`src/rtl/hdc_pkg.sv`:
```
package hdc_pkg;
   typedef enum logic [2:0] {
      ST_IDLE  = 3'd0,
      ST_FETCH = 3'd1,
      ST_ISSUE = 3'd2,
      ST_WAIT  = 3'd3,
      ST_STORE = 3'd4
   } hdc_state_e;

   localparam logic [1:0] CMD_RD = 2'd1;
   localparam logic [1:0] CMD_WR = 2'd2;

   localparam logic [3:0] OFS_GO     = 4'h0;
   localparam logic [3:0] OFS_STATE  = 4'h1;
   localparam logic [3:0] OFS_SRC_LO = 4'h2;
   localparam logic [3:0] OFS_SRC_HI = 4'h3;
   localparam logic [3:0] OFS_DST_LO = 4'h4;
   localparam logic [3:0] OFS_DST_HI = 4'h5;
   localparam logic [3:0] OFS_LEN_LO = 4'h6;
   localparam logic [3:0] OFS_LEN_HI = 4'h7;
   localparam logic [3:0] OFS_CFG    = 4'h8;
endpackage

```
`src/rtl/hdc_host_regs.sv`:
```
module hdc_host_regs
   import hdc_pkg::*;
#(
   parameter int          ADDR_W   = 16,
   parameter int          LEN_W    = 16,
   parameter logic [15:0] WIN_BASE = 16'hFE00
) (
   input  logic              clk,
   input  logic              rst_n,
   input  logic [1:0]        host_cmd,
   input  logic [ADDR_W-1:0] host_addr,
   input  logic [7:0]        host_wdata,
   input  logic              idle,
   input  logic [2:0]        state_in,
   output logic [ADDR_W-1:0] src_base,
   output logic [ADDR_W-1:0] dst_base,
   output logic [LEN_W-1:0]  xfer_len,
   output logic              big_endian,
   output logic              go,
   output logic [7:0]        host_rdata
);
   localparam int OFS_W = 4;

   if (ADDR_W != 16) begin : g_bad_addr
      $error("hdc_host_regs: ADDR_W must be 16");
   end
   if (LEN_W != 16) begin : g_bad_len
      $error("hdc_host_regs: LEN_W must be 16");
   end
   if (WIN_BASE[OFS_W-1:0] != '0) begin : g_bad_base
      $error("hdc_host_regs: WIN_BASE must be 16-entry aligned");
   end

   logic             hit;
   logic [OFS_W-1:0] ofs;
   logic             wr_ok;
   logic [7:0]       rd_val;

   assign hit   = (host_addr[ADDR_W-1:OFS_W] == WIN_BASE[ADDR_W-1:OFS_W]);
   assign ofs   = host_addr[OFS_W-1:0];
   assign wr_ok = hit && (host_cmd == CMD_WR) && idle;
   assign go    = wr_ok && (ofs == OFS_GO) && (host_wdata == 8'd1);

   always_ff @(posedge clk or negedge rst_n) begin
      if (!rst_n) begin
         src_base   <= '0;
         dst_base   <= '0;
         xfer_len   <= '0;
         big_endian <= 1'b1;
      end else if (wr_ok) begin
         case (ofs)
            OFS_SRC_LO: src_base[7:0]  <= host_wdata;
            OFS_SRC_HI: src_base[15:8] <= host_wdata;
            OFS_DST_LO: dst_base[7:0]  <= host_wdata;
            OFS_DST_HI: dst_base[15:8] <= host_wdata;
            OFS_LEN_LO: xfer_len[7:0]  <= host_wdata;
            OFS_LEN_HI: xfer_len[15:8] <= host_wdata;
            OFS_CFG:    big_endian     <= host_wdata[0];
            default: ;
         endcase
      end
   end

   always_comb begin
      case (ofs)
         OFS_STATE:  rd_val = {5'd0, state_in};
         OFS_SRC_LO: rd_val = src_base[7:0];
         OFS_SRC_HI: rd_val = src_base[15:8];
         OFS_DST_LO: rd_val = dst_base[7:0];
         OFS_DST_HI: rd_val = dst_base[15:8];
         OFS_LEN_LO: rd_val = xfer_len[7:0];
         OFS_LEN_HI: rd_val = xfer_len[15:8];
         OFS_CFG:    rd_val = {7'd0, big_endian};
         default:    rd_val = 8'd0;
      endcase
   end

   always_ff @(posedge clk or negedge rst_n) begin
      if (!rst_n)                           host_rdata <= 8'd0;
      else if (hit && host_cmd == CMD_RD)   host_rdata <= rd_val;
   end
endmodule

```
`src/rtl/hdc_seq.sv`:
```
module hdc_seq
   import hdc_pkg::*;
#(
   parameter int BLK_BYTES = 64,
   parameter int DIG_BYTES = 20,
   parameter int LEN_W     = 16,
   parameter int IDX_W     = 6
) (
   input  logic             clk,
   input  logic             rst_n,
   input  logic             go,
   input  logic [LEN_W-1:0] xfer_len,
   input  logic             eng_done,
   output logic [2:0]       state,
   output logic [IDX_W-1:0] idx,
   output logic [LEN_W:0]   bytes_read,
   output logic             fetch_en,
   output logic             store_en,
   output logic             eng_start,
   output logic             eng_init,
   output logic             dig_cap
);
   localparam logic [IDX_W-1:0] BLK_LAST = IDX_W'(BLK_BYTES - 1);
   localparam logic [IDX_W-1:0] DIG_LAST = IDX_W'(DIG_BYTES - 1);
   localparam logic [LEN_W:0]   BLK_STEP = (LEN_W+1)'(BLK_BYTES);

   if ((1 << IDX_W) < BLK_BYTES || (1 << IDX_W) < DIG_BYTES) begin : g_bad_idx
      $error("hdc_seq: IDX_W too narrow");
   end

   hdc_state_e st_q;
   logic       first_q;

   assign state     = st_q;
   assign fetch_en  = (st_q == ST_FETCH);
   assign store_en  = (st_q == ST_STORE);
   assign eng_start = (st_q == ST_ISSUE);
   assign eng_init  = (st_q == ST_ISSUE) && first_q;
   assign dig_cap   = (st_q == ST_WAIT) && eng_done;

   always_ff @(posedge clk or negedge rst_n) begin
      if (!rst_n) begin
         st_q       <= ST_IDLE;
         idx        <= '0;
         bytes_read <= '0;
         first_q    <= 1'b0;
      end else begin
         case (st_q)
            ST_IDLE: if (go) begin
               st_q       <= ST_FETCH;
               idx        <= '0;
               bytes_read <= '0;
               first_q    <= 1'b1;
            end
            ST_FETCH: begin
               if (idx == BLK_LAST) begin
                  idx        <= '0;
                  bytes_read <= bytes_read + BLK_STEP;
                  st_q       <= ST_ISSUE;
               end else begin
                  idx <= idx + 1'b1;
               end
            end
            ST_ISSUE: st_q <= ST_WAIT;
            ST_WAIT: if (eng_done) begin
               first_q <= 1'b0;
               st_q    <= (bytes_read < {1'b0, xfer_len}) ? ST_FETCH : ST_STORE;
            end
            ST_STORE: begin
               if (idx == DIG_LAST) begin
                  idx  <= '0;
                  st_q <= ST_IDLE;
               end else begin
                  idx <= idx + 1'b1;
               end
            end
            default: st_q <= ST_IDLE;
         endcase
      end
   end
endmodule

```
`src/rtl/hdc_lanes.sv`:
```
module hdc_lanes #(
   parameter int BLK_BYTES = 64,
   parameter int DIG_BYTES = 20,
   parameter int IDX_W     = 6,
   localparam int BLK_W    = BLK_BYTES * 8,
   localparam int DIG_W    = DIG_BYTES * 8
) (
   input  logic             clk,
   input  logic             rst_n,
   input  logic             load_en,
   input  logic [IDX_W-1:0] idx,
   input  logic             big_endian,
   input  logic [7:0]       byte_in,
   input  logic             dig_cap,
   input  logic [DIG_W-1:0] dig_in,
   output logic [BLK_W-1:0] block,
   output logic [7:0]       byte_out
);
   logic [7:0]       lane_q [BLK_BYTES];
   logic [DIG_W-1:0] dig_q;
   logic [IDX_W-1:0] sel;

   for (genvar j = 0; j < BLK_BYTES; j++) begin : g_lane
      localparam logic [IDX_W-1:0] POS_BIG = IDX_W'(BLK_BYTES - 1 - j);
      localparam logic [IDX_W-1:0] POS_LIT = IDX_W'(j);
      always_ff @(posedge clk or negedge rst_n) begin
         if (!rst_n)
            lane_q[j] <= 8'd0;
         else if (load_en && idx == (big_endian ? POS_BIG : POS_LIT))
            lane_q[j] <= byte_in;
      end
      assign block[j*8 +: 8] = lane_q[j];
   end

   always_ff @(posedge clk or negedge rst_n) begin
      if (!rst_n)       dig_q <= '0;
      else if (dig_cap) dig_q <= dig_in;
   end

   assign sel      = big_endian ? IDX_W'(DIG_BYTES - 1) - idx : idx;
   assign byte_out = dig_q[sel*8 +: 8];
endmodule

```
`src/rtl/hash_dma_ctrl.sv`:
```
module hash_dma_ctrl
   import hdc_pkg::*;
#(
   parameter int          ADDR_W    = 16,
   parameter int          LEN_W     = 16,
   parameter int          BLK_BYTES = 64,
   parameter int          DIG_BYTES = 20,
   parameter logic [15:0] WIN_BASE  = 16'hFE00,
   localparam int BLK_W = BLK_BYTES * 8,
   localparam int DIG_W = DIG_BYTES * 8,
   localparam int IDX_W = $clog2(BLK_BYTES > DIG_BYTES ? BLK_BYTES : DIG_BYTES)
) (
   input  logic              clk,
   input  logic              rst_n,
   input  logic [1:0]        host_cmd,
   input  logic [ADDR_W-1:0] host_addr,
   input  logic [7:0]        host_wdata,
   output logic [7:0]        host_rdata,
   output logic [ADDR_W-1:0] mem_addr,
   output logic              mem_rd,
   input  logic [7:0]        mem_rdata,
   output logic              mem_wr,
   output logic [7:0]        mem_wdata,
   output logic [BLK_W-1:0]  eng_block,
   output logic              eng_start,
   output logic              eng_init,
   input  logic              eng_done,
   input  logic [DIG_W-1:0]  eng_digest
);
   if (BLK_BYTES & (BLK_BYTES - 1)) begin : g_bad_blk
      $error("hash_dma_ctrl: BLK_BYTES must be a power of two");
   end

   logic [2:0]        state;
   logic [IDX_W-1:0]  idx;
   logic [LEN_W:0]    bytes_read;
   logic [ADDR_W-1:0] src_base, dst_base;
   logic [LEN_W-1:0]  xfer_len;
   logic              big_endian, go, fetch_en, store_en, dig_cap;

   hdc_host_regs #(.ADDR_W(ADDR_W), .LEN_W(LEN_W), .WIN_BASE(WIN_BASE)) u_regs (
      .clk, .rst_n, .host_cmd, .host_addr, .host_wdata,
      .idle(state == 3'd0), .state_in(state),
      .src_base, .dst_base, .xfer_len, .big_endian, .go, .host_rdata
   );

   hdc_seq #(.BLK_BYTES(BLK_BYTES), .DIG_BYTES(DIG_BYTES), .LEN_W(LEN_W), .IDX_W(IDX_W)) u_seq (
      .clk, .rst_n, .go, .xfer_len, .eng_done, .state, .idx, .bytes_read,
      .fetch_en, .store_en, .eng_start, .eng_init, .dig_cap
   );

   hdc_lanes #(.BLK_BYTES(BLK_BYTES), .DIG_BYTES(DIG_BYTES), .IDX_W(IDX_W)) u_lanes (
      .clk, .rst_n, .load_en(fetch_en), .idx, .big_endian, .byte_in(mem_rdata),
      .dig_cap, .dig_in(eng_digest), .block(eng_block), .byte_out(mem_wdata)
   );

   assign mem_rd   = fetch_en;
   assign mem_wr   = store_en;
   assign mem_addr = fetch_en ? src_base + bytes_read[ADDR_W-1:0] + ADDR_W'(idx)
                              : dst_base + ADDR_W'(idx);
endmodule

```
`config.mk`:
```
export PLATFORM = sky130hd
export DESIGN_NAME = hash_dma_ctrl
export DESIGN_NICKNAME = d
export VERILOG_FILES = /design/src/rtl/hdc_pkg.sv /design/src/rtl/hdc_host_regs.sv /design/src/rtl/hdc_seq.sv /design/src/rtl/hdc_lanes.sv /design/src/rtl/hash_dma_ctrl.sv
export SDC_FILE = /design/constraint.sdc
export NUM_CORES = 1
export LEC_CHECK = 0
export CORE_AREA = 2 2 290 292
export CTS_CLUSTER_DIAMETER = 60
export DETAILED_ROUTE_END_ITERATION = 7
export DIE_AREA = 0 0 292 294
export GPL_TIMING_DRIVEN = 1
export HOLD_SLACK_MARGIN = 0.06
export PLACE_DENSITY = 0.66
export SLEW_MARGIN = 20
export SYNTH_ARGS = -nofsm -noshare
export SYNTH_HDL_FRONTEND = slang
export SYNTH_SLANG_ARGS = --single-unit
```
`constraint.sdc`:
```
create_clock -name clk -period 3.3 [get_ports clk]
set_input_delay 0.495 -clock clk [delete_from_list [all_inputs] [get_ports clk]]
set_output_delay 0.495 -clock clk [all_outputs]
set_load 0.01 [all_outputs]
```
Word-level counts from Yosys, hierarchy flattened
Index checks and enable logic that the tools add are counted.
{ "op_classes": {"add_sub_neg": 6, "order_cmp": 1, "eq_ne": 86, "shifts": 1, "muxes": 83, "n_reduce_logical": 87} }
{ "op_table": {"columns": ["cell", "n"], "rows": [
  ["6-bit 2-to-1 mux", 68],
  ["6-bit equality test", 64],
  ["160-bit by 10-bit variable part select with 8-bit output", 1],
  ["1-bit logical AND", 71],
  ["8-bit one-hot mux with 8 select lines", 1],
  ["17-bit 2-to-1 mux", 2],
  ["17-bit one-hot mux with 2 select lines", 1],
  ["16-bit by 6-bit adder with 16-bit output", 2],
  ["6-bit one-hot mux with 3 select lines", 1],
  ["17-bit by 7-bit adder with 17-bit output (second input constant)", 1],
  ["17-bit by 16-bit less-than comparator with 1-bit output", 1],
  ["16-bit adder", 1],
  ["4-bit by 3-bit equality test with 1-bit output (second input constant)", 4],
  ["16-bit 2-to-1 mux", 1],
  ["2-bit AND reduction", 8],
  ["3-bit 2-to-1 mux", 5],
  ["3-bit one-hot mux with 5 select lines", 1],
  ["12-bit equality test (second input constant)", 1],
  ["4-bit by 2-bit equality test with 1-bit output (second input constant)", 2],
  ["8-bit by 1-bit equality test with 1-bit output (second input constant)", 1],
  ["6-bit by 1-bit adder with 6-bit output (second input constant)", 1],
  ["3-bit by 2-bit equality test with 1-bit output (second input constant)", 2],
  ["6-bit by 5-bit equality test with 1-bit output (second input constant)", 1],
  ["6-bit equality test (second input constant)", 1],
  ["other kinds (17)", 22]
]} }
{ "totals": {"ff_bits": 756, "input_bits": 197, "output_inout_bits": 548} }

Longest topological paths before layout
Gate-level depths: netlist (run 1).
{ "depth": {"word_depth": 7, "mapped_depth": 10, "ltp_nobuf": 10} }

Hierarchy
From an unflattened synthesis (run 1), not the netlist that was laid out.
{ "hier_totals": {"hier_cells": 2368, "hier_area_um2": 33841.2} }
{ "modules_own_cells": {"columns": ["module", "n_inst", "cells_per_inst", "area_each_um2", "seq_area_each_um2"], "rows": [
  ["hdc_lanes", 1, 1778, 28025.6, 16816.1],
  ["hdc_host_regs", 1, 201, 2713.9, 1427.6],
  ["hdc_seq", 1, 185, 1560.2, 525.5],
  ["hash_dma_ctrl", 1, 204, 1541.5, 0.0]
]} }

Worst setup path after synthesis (run 1)
No wires, ideal clock.
{ "synth_timing": {"path_kind": "register to output", "from": "reg u_seq.bytes_read[10]", "to": "out mem_addr[14]", "arrival_ps": 2391, "setup_slack_ps": 414, "stages_incl_launch_ff": 10, "n_path_buf": 1, "path_cell_list": "dfrtp_1 -> ha_1 -> ha_1 -> clkbuf_1 -> and3_1 -> a221o_1 -> a221o_1 -> a21oi_1 -> xor2_1 -> mux2i_1"} }
{ "synth_via": {"elab_chain_cells": 3} }
{ "synth_rtl": {"columns": ["element", "line", "rtl"], "rows": [
  ["start: declaration", "hdc_seq.sv:16", "output logic [LEN_W:0] bytes_read,"],
  ["start signal: assignment", "hdc_seq.sv:58", "bytes_read <= bytes_read + BLK_STEP;"],
  ["16-bit adder", "hash_dma_ctrl.sv:59", "assign mem_addr = fetch_en ? src_base + bytes_read[ADDR_W-1:0] + ADDR_W'(idx)"],
  ["16-bit by 6-bit adder with 16-bit output", "hash_dma_ctrl.sv:59", null],
  ["16-bit 2-to-1 mux", "hash_dma_ctrl.sv:59", null],
  ["end: declaration", "hash_dma_ctrl.sv:19", "output logic [ADDR_W-1:0] mem_addr,"]
]} }
No other way between the ends.

Final worst setup path (run 1)
{ "layout_timing": {"from": "reg u_regs.src_base[7]", "to": "out mem_addr[14]"} }
{ "layout_via": {"elab_chain_cells": 3} }
{ "layout_rtl": {"columns": ["element", "line", "rtl"], "rows": [
  ["start: declaration", "hdc_host_regs.sv:15", "output logic [ADDR_W-1:0] src_base,"],
  ["start signal: assignment", "hdc_host_regs.sv:52", "OFS_SRC_LO: src_base[7:0] <= host_wdata;"],
  ["16-bit adder", "hash_dma_ctrl.sv:59", null],
  ["16-bit by 6-bit adder with 16-bit output", "hash_dma_ctrl.sv:59", null],
  ["16-bit 2-to-1 mux", "hash_dma_ctrl.sv:59", null]
]} }
No other way between the ends.

==> impl_metrics.tcl, run 1 <==
set metrics [dict create \
    outcome "finished, violations left" \
    violations "negative setup slack" \
    rsz0062_at_grt "yes" \
    io_pins 745 \
    maxSlewViolCount 0 \
    min_period_over_period_pct 108 \
    peakVddDrop_mv 0.410 \
    cts-root-buf "clkbuf_16" \
    htree_levels 3 \
    syn_nets 2583 \
    cp_top_family "compound AO/OA/AOI/OAI gates" \
    ff_latch_area_um2 18800 \
    slowest_delay_ps 410 \
    fin_crit_ps 3550 \
    wirelength_um 112000 \
    yosys_warnings 0 \
    cp_max_fo 2 \
    grt_max_degree 67 \
    wl_met1_um 44200 \
    final_nets 3490 \
    dr_wl_met3_um 6190 \
    hold_path_class "in -> async" \
    syn_area_um2 33000 \
    setup_viol 18 \
    skew_ps 36.3 \
    clk_pin_slew_worst_paths_ps 60 \
    grt_pass1_wl_um 165000 \
    seq_area_frac_synth_pct 56.9 \
    fin_util_pct 56.8 \
    whs_ps 420 \
    drive_above_1_share_pct 39.8 \
    track_usage_pct 25.6 \
    drt_iter0_markers 1136 \
    finalHoldViolCount 0 \
    crit_type "reg -> out" \
    synth_top_cell_by_area "dfrtp_1" \
    synth_top_area_share_pct 56.8 \
    leakagePower_nw 20.7 \
    ant_nets 0 \
    post_drt_via_cell_ratio 5.33 \
    remaining_drc_errors 0 \
    ys.flop_type "dfrtp_1" \
    max_freq_mhz 281 \
    cp-start-kind "flip-flop" \
    grt_antenna_before_repair 21 \
    p_total_mw 24.0 \
    crit_chain "ha_4, ha_4, a21o_1, a221o_1, a221o_1, a21oi_2, xor2_1, mux2i_1, buf_2" \
    clk_latency_ps 650 \
    start_util_pct 39.8 \
    worstMarginPinSlew_ps 1180 \
    crit_arrival_ps 3060 \
    dp_hpwl_um 80000 \
    async_reset_ff_share_pct 100 \
    fill_cells 6562 \
    die_area_um2 85800 \
    clock_path_buffers 3 \
    final_common_cell "dfrtp_1" \
    setup_tns_ps -2090 \
    coreArea_um2 82900 \
    cp_num_buf_inv 1 \
    die_h_um 294 \
    cp_slowest_cell "a221o_1" \
    pre_cts_ws_ps -269 \
    grt_overflow 0 \
    fin_area_um2 47100 \
    slew_headroom_pct 20.8 \
    worst_slack_ps -253 \
    grt_pass1_vias 25100 \
    synth-edff-count 0 \
    multiInputGateArea_um2 14400 \
    fp.dieW_um 292 \
    cts-buffers-inserted 87 \
    placed_cell_area_um2 42600 \
    rows 106 \
    layout.cells.non_filler 4410 \
    setup.worst_path.end_class "output port" \
    synth.avg_cell_area_um2 14.1 \
    ys_ff_latch 750 \
    wl_met2_um 57000 \
    io_buffer_count 744 \
    dr.pass1.iters 5 \
    yosys-top-cells-area "dfrtp_1 (57%), mux2_2 (25%), ha_1 (1.9%)" \
    p_per_area_nw_per_um2 509 \
    drv_cap 0 \
    final_cell_mix "dfrtp_1 (746), mux2_2 (721), clkdlybuf4s50_1 (713)" \
    vias 23500 \
    top_layer_used "met5" \
    dp_cells 4181 \
    synthDistinctLibCells 82 \
    cts_tree "built" \
    required_ps 2800 \
    syn-instance-count 2335 \
    area_growth_pct 42.7 \
    post_drt_wl_per_cell_um 25.5 \
    gp_congestion 0.919 \
    cts.sinks 750 \
]
-- flip-flops by register name, indices dropped and copies added, names as in the netlist --
| name | count |
|---|---|
| u_lanes.block | 512 |
| u_regs.dst_base | 16 |
| u_regs.src_base | 16 |
| u_regs.xfer_len | 16 |
| u_seq.state | 3 |
| u_regs.big_endian | 1 |
| u_seq.bytes_read | 11 |
| u_regs.host_rdata | 8 |
| u_seq.first_q | 1 |
| u_seq.idx | 6 |
| u_lanes.dig_q | 160 |
-- Yosys cell counts, types with 16 or more instances --
cell type  count
clkbuf_1      74
nand2_2       20
xnor2_1       19
nand2_1      102
inv_1         26
buf_2         24
mux2_1        16
nor2_1        54
nand3_1       17
a211oi_1      17
nand2b_1      16
mux4_2        23
mux2_2       721
dfrtp_1      749
mux2i_1       39
o21ai_0       53
a21oi_1       51
nand2_4       26
ha_1          49
o22ai_1       21
-- power breakdown --
part	switching, mW	total, mW	internal [mW]
combinational	2.05	4.05	2.00
sequential	0.245	9.85	9.60
clock	4.09	10.1	5.97
total	6.39	24.0	17.6
-- worst register-to-register path: stages (launching register included) --
cell and delay, ps:
dfrtp_2 440, buf_12 140, buf_16 140, nor2b_1 350
buf_4 190, nand2_1 120, o22ai_1 740, nand2_2 510
mux2_2 430
-- metal layers --
layer,track usage (%),vias to the layer above
met3,5.82,217
li1,-,10300
met2,44.6,708
met4,11.4,6
met1,30.2,12300
met5,0,-
-- logic make-up (layout without fill, tap and decap cells) --
kind of cell	after synthesis	after routing	share of synthesized area, %
adder cells (fa/ha/maj)	51	51	1.98
multiplexers	799	799	27.9
flip-flops	750	750	56.9
AND/OR/NAND/NOR	322	322	5.56
XOR/XNOR	34	34	0.982
AO/OA/AOI/OAI	224	224	4.63
other	0	17	0
buffers and inverters	155	1133	2.09
-- repair_timing --
action	CTS	global route
setup endpoints to repair	23	21
hold endpoints to repair	48	0
gates resized for setup	232	53
buffers inserted	36	15
pin swaps	82	56
hold buffers	1	0
gates cloned	3	0
-- final cells by class --
| cell class | instances | share of cell area [%] |
|---|---|---|
| diodes | 17 | 0.0903 |
| clock buffers | 120 | 5.25 |
| clock inverters | 40 | 1.20 |
| inverters | 29 | 0.244 |
| multi-input cells | 1430 | 30.7 |
| flip-flops and latches | 750 | 39.9 |
| well taps | 1080 | 2.87 |
| repair buffers | 944 | 19.8 |
-- path summary, 6_finish.rpt --
| kind | from | end | slack, ps | cells after the start |
|---|---|---|---|---|
| max | u_regs.src_base[7] | mem_addr[14] | -250 | 9 |
| min | rst_n | u_regs.dst_base[11] | 420 | 2 |
| max reg2reg | u_seq.idx[1] | u_lanes.block[296] | 130 | 8 |
| min reg2reg | u_seq.first_q | u_seq.first_q | 480 | 2 |
| max in group asynchronous | rst_n | u_lanes.block[52] | 1670 | 4 |
| min in group clk | eng_digest[9] | u_lanes.dig_q[9] | 460 | 2 |
(Power assumes the default switching activity.)
==> inputs of run 2 (changes only) <==
--- a/config.mk
+++ b/config.mk
@@ -11,6 +11,7 @@
 export DIE_AREA = 0 0 292 294
 export GPL_TIMING_DRIVEN = 1
 export HOLD_SLACK_MARGIN = 0.06
+export MAX_ROUTING_LAYER = met4
 export PLACE_DENSITY = 0.66
 export SLEW_MARGIN = 20
 export SYNTH_ARGS = -nofsm -noshare
==> run 2 against run 1 <==
  * The flow still finishes with violations (negative setup slack)
  * Cell area rose by 0.23%
  * Via count rose by 0.24%
  * First-iteration DRC count rose by 4.9%
  * Global-route usage rose by 0.66 points
  * Final cell count rose by 0.34%
  * Combinational power barely moved
  * Clock power barely moved
  * Highest routed layer is now met4
  * Critical path depth did not move
  * Utilization rose by 0.13 points
  * Largest cell class unchanged
  * Register-to-register slack barely moved
==> impl_metrics.tcl, run 2 (synthesis results as in run 1) <==
set metrics [dict create \
    cp-start-kind "flip-flop" \
    peakVddDrop_mv 0.480 \
    min_period_over_period_pct 106 \
    post_drt_wl_per_cell_um 25.3 \
    ant_nets 0 \
    worstMarginPinSlew_ps 1120 \
    rows 106 \
    cts-buffers-inserted 89 \
    clock_path_buffers 3 \
    swShare_pct 26.6 \
    fin_crit_ps 3510 \
    io_buffer_count 744 \
    drv_cap 0 \
    cp-startpoint "u_seq.bytes_read[8]" \
    placed_cell_area_um2 42600 \
    clk_pin_slew_worst_paths_ps 60 \
    layout.cells.non_filler 4425 \
    fill_cells 6633 \
    cts_tree "built" \
    r2r_cells 8 \
    p_per_area_nw_per_um2 511 \
    leakagePower_nw 20.8 \
    cts-root-buf "clkbuf_16" \
    drt_iter0_markers 1192 \
    fin_area_um2 47200 \
    start_util_pct 39.8 \
    required_ps 2800 \
    whs_ps 364 \
    crit_arrival_ps 3020 \
    fin_util_pct 56.9 \
    cp-endpoint "mem_addr[14]" \
    worst-r2r-setup-slack_ps 130 \
    final_nets 3498 \
    vias 23600 \
    largest_register_ff_count 512 \
    skew_ps 30.1 \
    outcome "finished, violations left" \
    rsz0062_at_grt "yes" \
    maxSlewViolCount 0 \
    clock_power_share_pct 42.5 \
    die_h_um 294 \
    grt_pass1_vias 25200 \
    p_seq_share_pct 40.8 \
    coreArea_um2 82900 \
    final_common_cell "dfrtp_1" \
    fp.dieW_um 292 \
    grt_overflow 0 \
    io_pins 745 \
    p_total_mw 24.1 \
    hold_path_class "in -> async" \
    worst_slack_ps -212 \
    reg2reg_to "u_seq.state[0]" \
    grt_max_degree 92 \
    setup_viol 18 \
    switchingPower_mw 6.42 \
    area_growth_pct 43.0 \
    setup.worst_path.end_class "output port" \
    finalHoldViolCount 0 \
    p_int_mw 17.7 \
    p_comb_share_pct 16.7 \
    dr.pass1.iters 5 \
    clk_latency_ps 640 \
    gp_congestion 0.935 \
    cts.sinks 750 \
    setup_tns_ps -2090 \
    grt_pass1_wl_um 164000 \
    track_usage_pct 26.3 \
    crit_type "reg -> out" \
    max_freq_mhz 285 \
    dp_cells 4183 \
    drive_above_1_share_pct 40.1 \
    post_drt_via_cell_ratio 5.32 \
    cp_max_fo 6 \
    pre_cts_ws_ps -310 \
    wirelength_um 112000 \
    violations "negative setup slack" \
    htree_levels 3 \
    dp_hpwl_um 79700 \
    die_area_um2 85800 \
    slew_headroom_pct 24.9 \
    final_cell_mix "dfrtp_1 (747), mux2_2 (721), clkdlybuf4s50_1 (713)" \
    r2r-start "u_seq.bytes_read[6]" \
    grt_antenna_before_repair 21 \
    remaining_drc_errors 0 \
]
run 2: changes by cell type in the layout (fill, tap and decap cells not counted), moves of 3 or more:
cell	before	now
diode_2	17	23
nor2_1	54	51
clkbuf_16	88	91
buf_2	23	20
clkinv_8	3	0
nor2_2	2	5
inv_6	5	2
buf_4	148	162
clkbuf_8	15	19
run 2: cell type report:
type	instances	area (um2)	share of cell area, %
Inverter	29	113	0.239
Antenna cell	23	57.6	0.122
Clock inverter	38	515	1.09
Multi-Input combinational cell	1430	14500	30.6
Sequential cell	750	18800	39.8
Tap cell	1080	1350	2.86
Timing Repair Buffer	950	9340	19.8
Clock buffer	125	2590	5.50
run 2: power by group through the flow:
| stage | combinational, mW | clock (mW) | sequential, mW |
|---|---|---|---|
| 3_5_place_dp | 3.62 | 0 | 9.99 |
| 6_report | 4.04 | 10.2 | 9.85 |
| 4_1_cts | 3.98 | 10.4 | 9.85 |
| 5_1_grt | 4.30 | 10.8 | 9.89 |
| 3_3_place_gp | 3.56 | 0 | 9.97 |
| 2_1_floorplan | 1.34 | 0 | 10.1 |
run 2: worst min-delay path by stage:
stage | start | end | slack [ps] | cells after the start
2_1_floorplan | rst_n | u_lanes.block[0] | 200 | 0
3_3_place_gp | rst_n | u_regs.host_rdata[5] | 430 | 1
3_5_place_dp | rst_n | u_regs.host_rdata[4] | 440 | 1
4_1_cts | rst_n | u_regs.host_rdata[7] | 350 | 2
5_1_grt | rst_n | u_regs.host_rdata[4] | 390 | 2
6_report | rst_n | u_regs.host_rdata[4] | 360 | 2
run 2: worst max-delay path, stage by stage, from the launching register on:
cell and delay (ps):
dfrtp_1 410, ha_4 260, ha_4 260, and3_1 180, a221o_1 380, a221o_1 320, a21oi_2 140, xor2_1 170
mux2i_1 100, buf_2 150
run 2: metal layers:
metal	GRT usage, %	vias to the layer above	share of wire, %	wire, um
li1	-	10300	-	-
met1	30.6	12300	39	44200
met2	44.1	751	51	56600
met3	5.26	240	5.6	6250
met4	11.5	0	4.4	4870
met5	-	-	0	0
run 2: repair_timing:
| action | 4_1_cts | 5_1_grt |
|---|---|---|
| gates resized for setup | 221 | 61 |
| setup buffers | 44 | 13 |
| endpoints found under the hold margin | 34 | 0 |
| hold buffers | 1 | 0 |
| setup endpoints to repair | 24 | 30 |
| pin swaps | 59 | 36 |
| gates cloned | 3 | 0 |
